==> src/rtl/srot_pkg.sv <==
package srot_pkg;

  typedef enum logic [2:0] {
    OP_LSL  = 3'b000,
    OP_LSR  = 3'b001,
    OP_ASL  = 3'b010,
    OP_ASR  = 3'b011,
    OP_ROL  = 3'b100,
    OP_ROR  = 3'b101,
    OP_PAS0 = 3'b110,
    OP_PAS1 = 3'b111
  } srotOp_e;

  // Strobes from the decoder to the datapath
  typedef struct packed {
    logic pass;       // leave the word untouched
    logic goLeft;     // effective direction after sign handling
    logic isLogical;  // zero fill
    logic isArith;    // end-bit fill
    logic isRotate;   // circular
    logic saturate;   // shift magnitude reached the width
  } srotCtrl_t;

endpackage

==> src/rtl/srot_control.sv <==
module srot_control
  import srot_pkg::*;
#(
  parameter int DATA_W = 4,
  parameter int AMT_W  = $clog2(DATA_W) + 2,
  parameter int CNT_W  = $clog2(DATA_W + 1)
) (
  input  logic [2:0]       opSel,
  input  logic [AMT_W-1:0] amount,
  output srotCtrl_t        ctrl,
  output logic [CNT_W-1:0] count
);

  localparam int LOG_W = $clog2(DATA_W);
  localparam logic [AMT_W-1:0] WIDTH_A = AMT_W'(DATA_W);
  localparam bit   POW2    = (DATA_W == (1 << LOG_W));

  logic             isNeg;
  logic [AMT_W-1:0] magnitude;
  logic [CNT_W-1:0] rotCount;
  logic             baseLeft;

  assign isNeg     = amount[AMT_W-1];
  assign magnitude = isNeg ? (~amount + 1'b1) : amount;

  generate
    if (POW2) begin : g_rot_slice
      assign rotCount = CNT_W'(magnitude[LOG_W-1:0]);
    end else begin : g_rot_mod
      logic [AMT_W-1:0] remainder;
      assign remainder = magnitude % WIDTH_A;
      assign rotCount  = CNT_W'(remainder);
    end
  endgenerate

  always_comb begin
    baseLeft       = ~opSel[0];
    ctrl           = '0;
    ctrl.pass      = opSel[2] & opSel[1];
    ctrl.isLogical = (opSel[2:1] == 2'b00);
    ctrl.isArith   = (opSel[2:1] == 2'b01);
    ctrl.isRotate  = (opSel[2:1] == 2'b10);
    ctrl.goLeft    = baseLeft ^ isNeg;
    ctrl.saturate  = ~ctrl.isRotate & ~ctrl.pass & (magnitude >= WIDTH_A);
    if (ctrl.isRotate)      count = rotCount;
    else if (ctrl.saturate) count = CNT_W'(DATA_W);
    else                    count = CNT_W'(magnitude);

    // exactly one kind, or none when passing
    p_kind_onehot_r5: assert ($onehot0({ctrl.isLogical, ctrl.isArith, ctrl.isRotate, ctrl.pass}))
      else $error("decoded kind not one-hot");
    p_rot_mod_r9: assert (!ctrl.isRotate || (int'(count) < DATA_W))
      else $error("rotate count not reduced modulo width");
  end

endmodule

==> src/rtl/srot_datapath.sv <==
module srot_datapath
  import srot_pkg::*;
#(
  parameter int DATA_W = 4,
  parameter int CNT_W  = $clog2(DATA_W + 1)
) (
  input  srotCtrl_t         ctrl,
  input  logic [CNT_W-1:0]  count,
  input  logic [DATA_W-1:0] dataIn,
  output logic [DATA_W-1:0] result
);

  localparam logic [DATA_W-1:0] ONES = '1;

  logic [DATA_W-1:0]   lowMask, highMask;
  logic [DATA_W-1:0]   shlWord, shrWord, asrWord, aslWord;
  logic [2*DATA_W-1:0] dblWord, rolWide, rorWide;

  always_comb begin
    lowMask  = ~(ONES << count);
    highMask = ~(ONES >> count);
    shlWord  = dataIn << count;
    shrWord  = dataIn >> count;
    aslWord  = shlWord | (lowMask & {DATA_W{dataIn[0]}});
    asrWord  = shrWord | (highMask & {DATA_W{dataIn[DATA_W-1]}});
    dblWord  = {dataIn, dataIn};
    rolWide  = dblWord << count;
    rorWide  = dblWord >> count;

    result = dataIn;
    if (ctrl.isLogical)     result = ctrl.goLeft ? shlWord : shrWord;
    else if (ctrl.isArith)  result = ctrl.goLeft ? aslWord : asrWord;
    else if (ctrl.isRotate) result = ctrl.goLeft ? rolWide[2*DATA_W-1:DATA_W]
                                                 : rorWide[DATA_W-1:0];

    p_pass_r6: assert (!ctrl.pass || (result == dataIn))
      else $error("pass-through altered data");
    p_zero_ident_r7: assert ((count != '0) || (result == dataIn))
      else $error("zero count altered data");
    p_rot_ones_r4: assert (!ctrl.isRotate || ($countones(result) == $countones(dataIn)))
      else $error("rotate lost bits");
    p_sat_logic_r8: assert (!(ctrl.saturate && ctrl.isLogical) || (result == '0))
      else $error("saturated logical shift not zero");
    p_sat_arith_r8: assert (!(ctrl.saturate && ctrl.isArith) || (result == '0) || (result == ONES))
      else $error("saturated arithmetic shift not uniform");
  end

endmodule

==> src/rtl/shift_rotate_unit.sv <==
module shift_rotate_unit
  import srot_pkg::*;
#(
  parameter int DATA_W = 4,
  parameter int AMT_W  = $clog2(DATA_W) + 2
) (
  input  logic [DATA_W-1:0] dataIn,
  input  logic [2:0]        opSel,
  input  logic [AMT_W-1:0]  amount,
  output logic [DATA_W-1:0] dataOut
);

  localparam int CNT_W = $clog2(DATA_W + 1);

  srotCtrl_t        ctrl;
  logic [CNT_W-1:0] count;

  srot_control #(.DATA_W(DATA_W), .AMT_W(AMT_W), .CNT_W(CNT_W)) u_control (
    .opSel (opSel),
    .amount(amount),
    .ctrl  (ctrl),
    .count (count)
  );

  srot_datapath #(.DATA_W(DATA_W), .CNT_W(CNT_W)) u_datapath (
    .ctrl  (ctrl),
    .count (count),
    .dataIn(dataIn),
    .result(dataOut)
  );

endmodule

==> config.mk <==
export PLATFORM = sky130hd
export DESIGN_NAME = shift_rotate_unit
export DESIGN_NICKNAME = d
export VERILOG_FILES = /design/src/rtl/srot_pkg.sv /design/src/rtl/srot_control.sv /design/src/rtl/srot_datapath.sv /design/src/rtl/shift_rotate_unit.sv
export SDC_FILE = /design/constraint.sdc
export NUM_CORES = 1
export LEC_CHECK = 0
export ABC_AREA = 0
export CORE_MARGIN = 10
export CORE_UTILIZATION = 36
export DETAILED_ROUTE_END_ITERATION = 10
export DONT_BUFFER_PORTS = 1
export SLEW_MARGIN = 20
export SYNTH_ARGS = -nofsm -noshare
export SYNTH_HDL_FRONTEND = slang
export SYNTH_SLANG_ARGS = --single-unit
==> constraint.sdc <==
create_clock -name vclk -period 3.24
set_input_delay 0.486 -clock vclk [all_inputs]
set_output_delay 0.486 -clock vclk [all_outputs]
set_load 0.005 [all_outputs]
==> results of run 1 <==
## final timing paths
check          to  slack [ns]  cells after the start
max    dataOut[2]        0.34                      8
min    dataOut[3]        1.16                      2
## final cells by class
type,count,area [sq um],area share
multi-input combinational,107,785,0.923
inverter,4,15.0,0.0177
tap,28,35.0,0.0412
timing repair buffer,2,15.0,0.0177
## power groups by stage
stage                     clock (W)  sequential (W)  combinational (W)
after floorplan                   0               0           0.000118
after global placement            0               0           0.000131
after detailed placement          0               0           0.000131
after CTS                         0               0           0.000131
after global routing              0               0           0.000146
final                             0               0           0.000133
## per-stage QoR
step / std cells / cell area [sq um] / hold WS (ns)
after global routing: 141 / 850 / 1.19
after CTS: 141 / 850 / 1.17
after global placement: 141 / 850 / 1.18
after floorplan: 119 / 846 / 1.23
final: 141 / 850 / 1.16
after detailed placement: 141 / 850 / 1.17
## synthesized netlist by cell type (3+ instances only)
master / number
sky130_fd_sc_hd__nor2_1: 13
sky130_fd_sc_hd__mux2i_1: 11
sky130_fd_sc_hd__a21oi_1: 10
sky130_fd_sc_hd__nand2_1: 10
sky130_fd_sc_hd__nor3_1: 5
sky130_fd_sc_hd__inv_1: 4
sky130_fd_sc_hd__nand3_1: 4
sky130_fd_sc_hd__o21ai_0: 4
sky130_fd_sc_hd__a211oi_1: 3
sky130_fd_sc_hd__a21o_1: 3
sky130_fd_sc_hd__clkbuf_1: 3
sky130_fd_sc_hd__o2111ai_1: 3
sky130_fd_sc_hd__o31ai_1: 3
## routing by layer
layer / routed length (um) / vias to the layer above / GRT usage
met1: 1110 / 415 / 0.154
met4: 20 / 0 / 0.00251
li1: - / 449 / -
met5: 0 / - / 0
met3: 323 / 5 / 0.0228
met2: 1110 / 53 / 0.172
## logic make-up after synthesis
logic type,count (synthesis),share of synthesized area
fa+ha+maj,3,0.0385
compound gates,44,0.413
simple gates,45,0.277
xor+xnor,2,0.0385
mux,13,0.161
buf+inv,12,0.0725
## placed cells by master (no fill, tap or decap), types with 2 or more instances in the layout
| cell | synthesis | final |
|---|---|---|
| sky130_fd_sc_hd__nand2_1 | 10 | 10 |
| sky130_fd_sc_hd__a21o_1 | 3 | 3 |
| sky130_fd_sc_hd__o21ai_0 | 4 | 4 |
| sky130_fd_sc_hd__nor2_1 | 13 | 13 |
| sky130_fd_sc_hd__o31ai_1 | 3 | 3 |
| sky130_fd_sc_hd__o2111ai_1 | 3 | 3 |
| sky130_fd_sc_hd__maj3_1 | 2 | 2 |
| sky130_fd_sc_hd__buf_4 | 2 | 2 |
| sky130_fd_sc_hd__nor2b_1 | 2 | 2 |
| sky130_fd_sc_hd__o211ai_1 | 2 | 2 |
| sky130_fd_sc_hd__nor3_1 | 5 | 5 |
| sky130_fd_sc_hd__inv_1 | 4 | 4 |
| sky130_fd_sc_hd__nand3_1 | 4 | 4 |
| sky130_fd_sc_hd__a211oi_2 | 2 | 2 |
| sky130_fd_sc_hd__a31oi_1 | 2 | 2 |
| sky130_fd_sc_hd__a21oi_1 | 10 | 10 |
| sky130_fd_sc_hd__a211oi_1 | 3 | 3 |
| sky130_fd_sc_hd__nor3b_1 | 2 | 2 |
| sky130_fd_sc_hd__mux2i_1 | 11 | 11 |
==> reports/results.tsv, run 1 <==
stage	metric	value	unit
logic_synthesis	postSynthNetCount	131	
critical_path	cp_capture_type	output pin	
drt	drt-initial-drc-count	45	
power	pwr-share-seq	0	
drt	detailroute.via_count	922	
final_layout	final_nets	127	
floorplan	i_o_pins	15	
timing	max_slew_margin	0.692	
final_layout	flow.area_growth_from_synthesis	0.444	%
floorplan	vert_die_dim	68.5	um
critical_path	startpoint	amount[0]	
final_layout	sequential_cell_area	0	sq um
floorplan	core_area	2230	sq um
worst_hold_path	min_from	opSel[2]	
clock_tree	cts-resized-gates	0	
timing	final_min_period_over_clock_period	0.894	
final_layout	diode_insertion_count_for_antenna_repair	0	
final_layout	post_route_cells_drive_above_1_share	0.124	
critical_path	critPathMaxFanout	8	
timing	worst-slew-pin-transition	0.460	ns
power	cellInternalPower	0.0000569	W
global_routing	grt_first_pass_wirelength	4.22	mm
drt	wire_per_inst	18.1	um
floorplan	start_util	0.379	
logic_synthesis	yosysUniqueCellTypes	49	
critical_path	critical_path.top_delay_family	compound AO/OA/AOI/OAI gates	
timing	hold_viol_final	0	
clock_tree	cts_hold_repair.buffers	0	
logic_synthesis	ys_warn_count	0	
timing	setup_ws	0.342	ns
critical_path	worst_path_largest_cell_delay	0.43	ns
floorplan	die_area	4690	sq um
drt	drc	0	
power	worst_ir_drop_vdd	0.0629	mV
timing	setup_total_negative_slack	0	ns
drt	postRouteWirelength	2.56	mm
critical_path	worst_ep_required_time	2.75	ns
run	max-cap-violations	0	
global_routing	first_global_vias	844	
power	p_switching	0.0000758	W
power	power_density	156	nW/um^2
drt	ant_nets	0	
logic_synthesis	ys_seq_area_frac	0	
place	gp_congestion	0.815	
power	pwr-share-comb	1.000	
logic_synthesis	synth.largest_area_cell	sky130_fd_sc_hd__mux2i_1	
logic_synthesis	yosysTopAreaCellShare	0.130	
drt	count_of_tritonroute_iterations_in_the_first_routing_pass	4	
critical_path	crit_path_cell_trace	inv_1, ha_1, and3b_4, a2111oi_4, nor2_2, o41ai_2, nor3_1, a211oi_2	
critical_path	start_kind	input port	
floorplan	dieWidth	68.5	um
drt	post_drt_via_cell_ratio	6.54	
critical_path	timing.critical_path.slowest_stage_cell	sky130_fd_sc_hd__a2111oi_4	
global_routing	antenna_found_initial	0	
timing	timing_max_transition_violations_final	0	
final_layout	postLayoutCoreUtil	0.380	
critical_path	timing_worst_setup_path_type	input port to output pin	
logic_synthesis	post_synth_main_area_contributors	sky130_fd_sc_hd__mux2i_1 (13%), sky130_fd_sc_hd__a21oi_1 (5.9%), sky130_fd_sc_hd__nor2_1 (5.8%)	
power	clockPowerShare	0	
global_routing	grt-ovfl-total	0	
logic_synthesis	synth.avg_cell_area	7.11	sq um
timing	report.final.setup_viol	0	
global_routing	grt.total_usage	0.109	
timing	max_freq	345	MHz
timing	finalCriticalPeriod	2.90	ns
critical_path	worstPathArrival	2.41	ns
global_routing	grt_start_max_net_pins	15	
worst_hold_path	min-delay-path-class	input port to output pin	
logic_synthesis	syn_area	846	sq um
power	p_leak	0.315	nW
power	power.switching_fraction	0.571	
place	io_buffers	0	
place	dp_hpwl	1.95	mm
power	report.power.total	0.000133	W
logic_synthesis	netlist_instances	119	
outcome	status	finished clean	
place	placement.setup.worst_slack	0.335	ns
final_layout	n_clock_buffer	0	
timing	unrepaired_setup_endpoints_after_global_routing	no	
final_layout	fillCellCount	245	
clock_tree	post_cts_buffers	0	
floorplan	floorplan.rows	17	
final_layout	flops_and_latches	0	
critical_path	timing.critical_path.buf_inv	1	
Note: power is estimated with default switching activity, not from simulation.
==> inputs of run 2 (changes only) <==
SYNTH_HIERARCHICAL = 1   (was unset)
==> reports/results.tsv, run 2 <==
stage	metric	value	unit	change
outcome	status	finished clean		
timing	hold_viol_final	0		unchanged
timing	max_slew_margin	0.674		-0.0188
final_layout	final_common_cell	sky130_fd_sc_hd__o21ai_0		
run	max-cap-violations	0		unchanged
drt	count_of_tritonroute_iterations_in_the_first_routing_pass	4		unchanged
drt	drt-initial-drc-count	28		-38%
logic_synthesis	postSynthNetCount	112		-15%
floorplan	floorplan.rows	15		-2
floorplan	die_area	4080	sq um	-13%
final_layout	diode_insertion_count_for_antenna_repair	0		unchanged
place	io_buffers	0		unchanged
global_routing	grt_first_pass_wirelength	2.99	mm	-29%
final_layout	flops_and_latches	0		unchanged
timing	timing_max_transition_violations_final	0		unchanged
global_routing	antenna_found_initial	0		unchanged
place	placedCellCount	119		-16%
final_layout	n_clock_buffer	0		unchanged
timing	setup_total_negative_slack	0	ns	unchanged
timing	max_freq	348	MHz	+0.92%
drt	postRouteWirelength	1.85	mm	-28%
drt	wire_per_inst	15.5	um	-14%
logic_synthesis	netlist_instances	100		-16%
drt	drc	0		unchanged
critical_path	worstPathArrival	2.39	ns	-0.02 ns
floorplan	vert_die_dim	63.8	um	-6.8%
worst_hold_path	min-delay-path-class	input port to output pin		
floorplan	dieWidth	63.8	um	-6.8%
critical_path	start_kind	input port		
global_routing	first_global_vias	622		-26%
place	dp_hpwl	1.41	mm	-28%
final_layout	post_route_cells_drive_above_1_share	0.128		+0.00377
drt	ant_nets	0		unchanged
critical_path	cp_capture_type	output pin		
final_layout	flow.area_growth_from_synthesis	-5.79	%	
floorplan	core_area	1780	sq um	-20%
floorplan	i_o_pins	15		unchanged
floorplan	start_util	0.388		+0.00936
final_layout	final_nets	108		-15%
timing	finalCriticalPeriod	2.87	ns	-0.0264 ns
logic_synthesis	syn_area	692	sq um	-18%
global_routing	grt_start_max_net_pins	22		+7
timing	fin_hold_ws	1.14	ns	-0.0125 ns
final_layout	most_frequent_cells_in_the_layout	sky130_fd_sc_hd__o21ai_0 (10), sky130_fd_sc_hd__inv_1 (7), sky130_fd_sc_hd__nand2_1 (7)		
clock_tree	cts_hold_repair.buffers	0		unchanged
global_routing	grt-ovfl-total	0		unchanged
final_layout	sequential_cell_area	0	sq um	unchanged
logic_synthesis	ys_warn_count	6		+6
drt	post_drt_via_cell_ratio	6.19		-5.3%
clock_tree	post_cts_buffers	0		unchanged
timing	unrepaired_setup_endpoints_after_global_routing	no		
power	worst_ir_drop_vdd	0.0948	mV	+51%
final_layout	layout.cell_area.non_filler	652	sq um	-23%
global_routing	grt.total_usage	0.0820		-0.0268
power	power_density	173	nW/um^2	+11%
critical_path	worst_ep_required_time	2.75	ns	about the same
place	gp_congestion	0.807		-1.0%
critical_path	timing_worst_setup_path_type	input port to output pin		
place	placement.cell_area	651	sq um	-23%
final_layout	final_cell_count_without_fillers	119		-16%
critical_path	critPathMaxFanout	11		+3
timing	report.final.setup_viol	0		unchanged
timing	final_min_period_over_clock_period	0.886		-0.00814
drt	detailroute.via_count	737		-20%
logic_synthesis	synth.avg_cell_area	6.92	sq um	-2.7%
power	p_leak	0.215	nW	-32%
timing	worst-slew-pin-transition	0.488	ns	+0.0281 ns
==> run 2: per-stage QoR <==
| step | setup WS [ns] | utilization | power, W |
|---|---|---|---|
| after global routing | 0.0509 | 0.366 | 0.000127 |
| after floorplan | 0.558 | - | 0.000109 |
| after CTS | 0.0940 | 0.365 | 0.000113 |
| after global placement | 0.308 | 0.365 | 0.000110 |
| final | 0.369 | 0.366 | 0.000113 |
| after detailed placement | 0.100 | 0.365 | 0.000112 |
==> run 2: timing repair <==
item,CTS,global route
resized for setup,0,1
endpoints found under the hold margin,0,0
setup endpoints to repair,0,1
==> run 2: where the power goes <==
part	internal, W	leakage, nW	switching (W)
registers	0	0	0
clock network	0	0	0
logic	0.0000470	0.215	0.0000661
total	0.0000470	0.215	0.0000661
==> run 2: worst paths after layout <==
kind	slack [ns]	from	depth (start not counted)	endpoint
setup / recovery	0.37	amount[1]	10	dataOut[1]
hold / removal	1.14	dataIn[2]	2	dataOut[2]
==> run 2: final cells by class <==
type / count / area (sq um)
fillers: 197 / 1130
repair buffers: 3 / 22.5
multi-input cells: 84 / 572
well taps: 25 / 31.3
inverters: 7 / 26.3
==> run 2: worst max-delay path, stage by stage <==
cell and delay [ns]:
sky130_fd_sc_hd__inv_1 0.05, sky130_fd_sc_hd__ha_1 0.17, sky130_fd_sc_hd__o21ai_2 0.07, sky130_fd_sc_hd__a21oi_2 0.18, sky130_fd_sc_hd__o31a_1 0.43, sky130_fd_sc_hd__nand2b_1 0.20
sky130_fd_sc_hd__a2111oi_0 0.40, sky130_fd_sc_hd__o22ai_1 0.12, sky130_fd_sc_hd__o21ai_0 0.09, sky130_fd_sc_hd__o311ai_0 0.19
==> run 2: metal layers <==
metal  up-vias  GRT usage  part of all wire  routed length, um
li1        375          -                 -                  -
met1       343      0.112              0.45                830
met2        19      0.134              0.46                858
met3         0     0.0192             0.087                160
met4         0          0                 0                  0
met5         -          0                 0                  0
==> inputs of run 3 (changes only) <==
ABC_AREA = 1   (was 0)
==> reports/results.tsv, run 3 <==
stage	metric	value	unit	change
critical_path	crit_path_cell_trace	inv_1, ha_1, inv_1, nand2_1, nand2_2, nand3_2, a21oi_1, buf_4, inv_2, nor2_4, nand2_1, nand3_1, nand2_1, inv_1, nand2_1, nand2_1, nand2_1, nand2_1		
timing	max_slew_margin	0.746		+0.0727
final_layout	diode_insertion_count_for_antenna_repair	0		unchanged
drt	post_drt_via_cell_ratio	5.11		-17%
critical_path	worst_path_most_repeated_cell	sky130_fd_sc_hd__nand2_1		
global_routing	antenna_found_initial	0		unchanged
global_routing	grt-ovfl-total	0		unchanged
logic_synthesis	syn_area	686	sq um	-0.90%
final_layout	flow.area_growth_from_synthesis	3.47	%	
final_layout	final_cell_count_without_fillers	170		+43%
timing	hold_viol_final	0		unchanged
global_routing	first_global_vias	799		+28%
timing	worst-slew-pin-transition	0.379	ns	-0.109 ns
critical_path	worst_path_largest_cell_delay	0.19	ns	-0.24 ns
drt	ant_nets	0		unchanged
final_layout	post_route_cells_drive_above_1_share	0.110		-0.0173
final_layout	fillCellCount	214		+8.6%
power	p_leak	0.413	nW	+92%
clock_tree	post_cts_buffers	0		unchanged
logic_synthesis	synth.avg_cell_area	4.73	sq um	-32%
floorplan	vert_die_dim	63.6	um	-0.31%
place	dp_hpwl	1.62	mm	+15%
power	worst_ir_drop_vdd	0.0798	mV	-16%
drt	drt-initial-drc-count	36		+29%
final_layout	final_common_cell	sky130_fd_sc_hd__nand2_1		
critical_path	critical_path.top_delay_family	simple AND/OR/NAND/NOR gates		
critical_path	critPathMaxFanout	11		unchanged
floorplan	core_area	1760	sq um	-1.1%
final_layout	n_clock_buffer	0		unchanged
drt	drc	0		unchanged
final_layout	final_nets	159		+47%
critical_path	timing_worst_setup_path_type	input port to output pin		
critical_path	worst_ep_required_time	2.75	ns	about the same
timing	max_freq	383	MHz	+10%
clock_tree	cts_hold_repair.buffers	0		unchanged
timing	final_min_period_over_clock_period	0.805		-0.0807
drt	wire_per_inst	11.6	um	-26%
global_routing	grt_start_max_net_pins	12		-45%
place	io_buffers	0		unchanged
floorplan	floorplan.rows	15		unchanged
timing	timing_max_transition_violations_final	0		unchanged
floorplan	i_o_pins	15		unchanged
logic_synthesis	ys_warn_count	6		unchanged
floorplan	die_area	4050	sq um	-0.63%
place	placedCellCount	170		+43%
global_routing	grt_first_pass_wirelength	3.35	mm	+12%
critical_path	timing.critical_path.slowest_stage_cell	sky130_fd_sc_hd__ha_1		
drt	detailroute.via_count	869		+18%
power	report.power.total	0.000134	W	+18%
timing	unrepaired_setup_endpoints_after_global_routing	no		
final_layout	flops_and_latches	0		unchanged
timing	setup_total_negative_slack	0	ns	unchanged
place	gp_congestion	0.920		+14%
timing	report.final.setup_viol	0		unchanged
critical_path	worstPathArrival	2.12	ns	-0.27 ns
critical_path	timing.critical_path.buf_inv	5		+4
floorplan	start_util	0.389		+0.000582
run	max-cap-violations	0		unchanged
final_layout	sequential_cell_area	0	sq um	unchanged
outcome	status	finished clean		
logic_synthesis	postSynthNetCount	157		+40%
global_routing	grt.total_usage	0.0922		+0.0102
critical_path	start_kind	input port		
drt	count_of_tritonroute_iterations_in_the_first_routing_pass	4		unchanged
final_layout	most_frequent_cells_in_the_layout	sky130_fd_sc_hd__nand2_1 (60), sky130_fd_sc_hd__inv_1 (17), sky130_fd_sc_hd__nand3_1 (17)		
timing	finalCriticalPeriod	2.61	ns	-0.261 ns
power	power_density	188	nW/um^2	+8.6%
drt	postRouteWirelength	1.96	mm	+6.2%
worst_hold_path	min-delay-path-class	input port to output pin		
timing	fin_hold_ws	1.19	ns	+0.0435 ns
critical_path	cp_capture_type	output pin		
floorplan	dieWidth	63.6	um	-0.31%
clock_tree	cts-resized-gates	0		unchanged
logic_synthesis	netlist_instances	145		+45%
[run 3: cell type report]
cell class	count	area (sq um)	area share
Inverter	20	77.6	0.109
Timing Repair Buffer	3	22.5	0.0317
Tap cell	25	31.3	0.0441
Multi-Input combinational cell	122	578	0.815
[run 3: worst min-delay path, cell delays in order]
cell and delay (ns):
sky130_fd_sc_hd__a21oi_1 0.04, sky130_fd_sc_hd__nand2_1 0.06, sky130_fd_sc_hd__nand2_1 0.04, sky130_fd_sc_hd__nand2_1 0.07
[run 3: final timing paths]
| kind | startpoint | cells past startpoint | slack [ns] | to |
|---|---|---|---|---|
| setup / recovery | amount[0] | 18 | 0.63 | dataOut[2] |
| hold / removal | dataIn[0] | 4 | 1.19 | dataOut[0] |
[run 3: where the power goes]
part | switching (W) | leakage (nW) | internal [W]
Sequential | 0 | 0 | 0
Clock | 0 | 0 | 0
Combinational | 0.0000879 | 0.413 | 0.0000457
Total | 0.0000879 | 0.413 | 0.0000457
[run 3: metal layers]
metal  part of all wire  track usage  vias up  routed length [um]
met3               0.11       0.0141        0                 212
met4                  0       0.0137        0                   0
met2               0.47        0.161       33                 929
met1               0.42        0.117      374                 821
met5                  0            0        -                   0
li1                   -            -      462                   -
[run 3: metrics by stage]
step | utilization | setup slack, ns | cell area (sq um)
2_1_floorplan | - | 0.768 | 686
3_3_place_gp | 0.402 | 0.708 | 709
3_5_place_dp | 0.402 | 0.651 | 709
4_1_cts | 0.402 | 0.644 | 709
5_1_grt | 0.402 | 0.458 | 709
6_report | 0.402 | 0.630 | 709
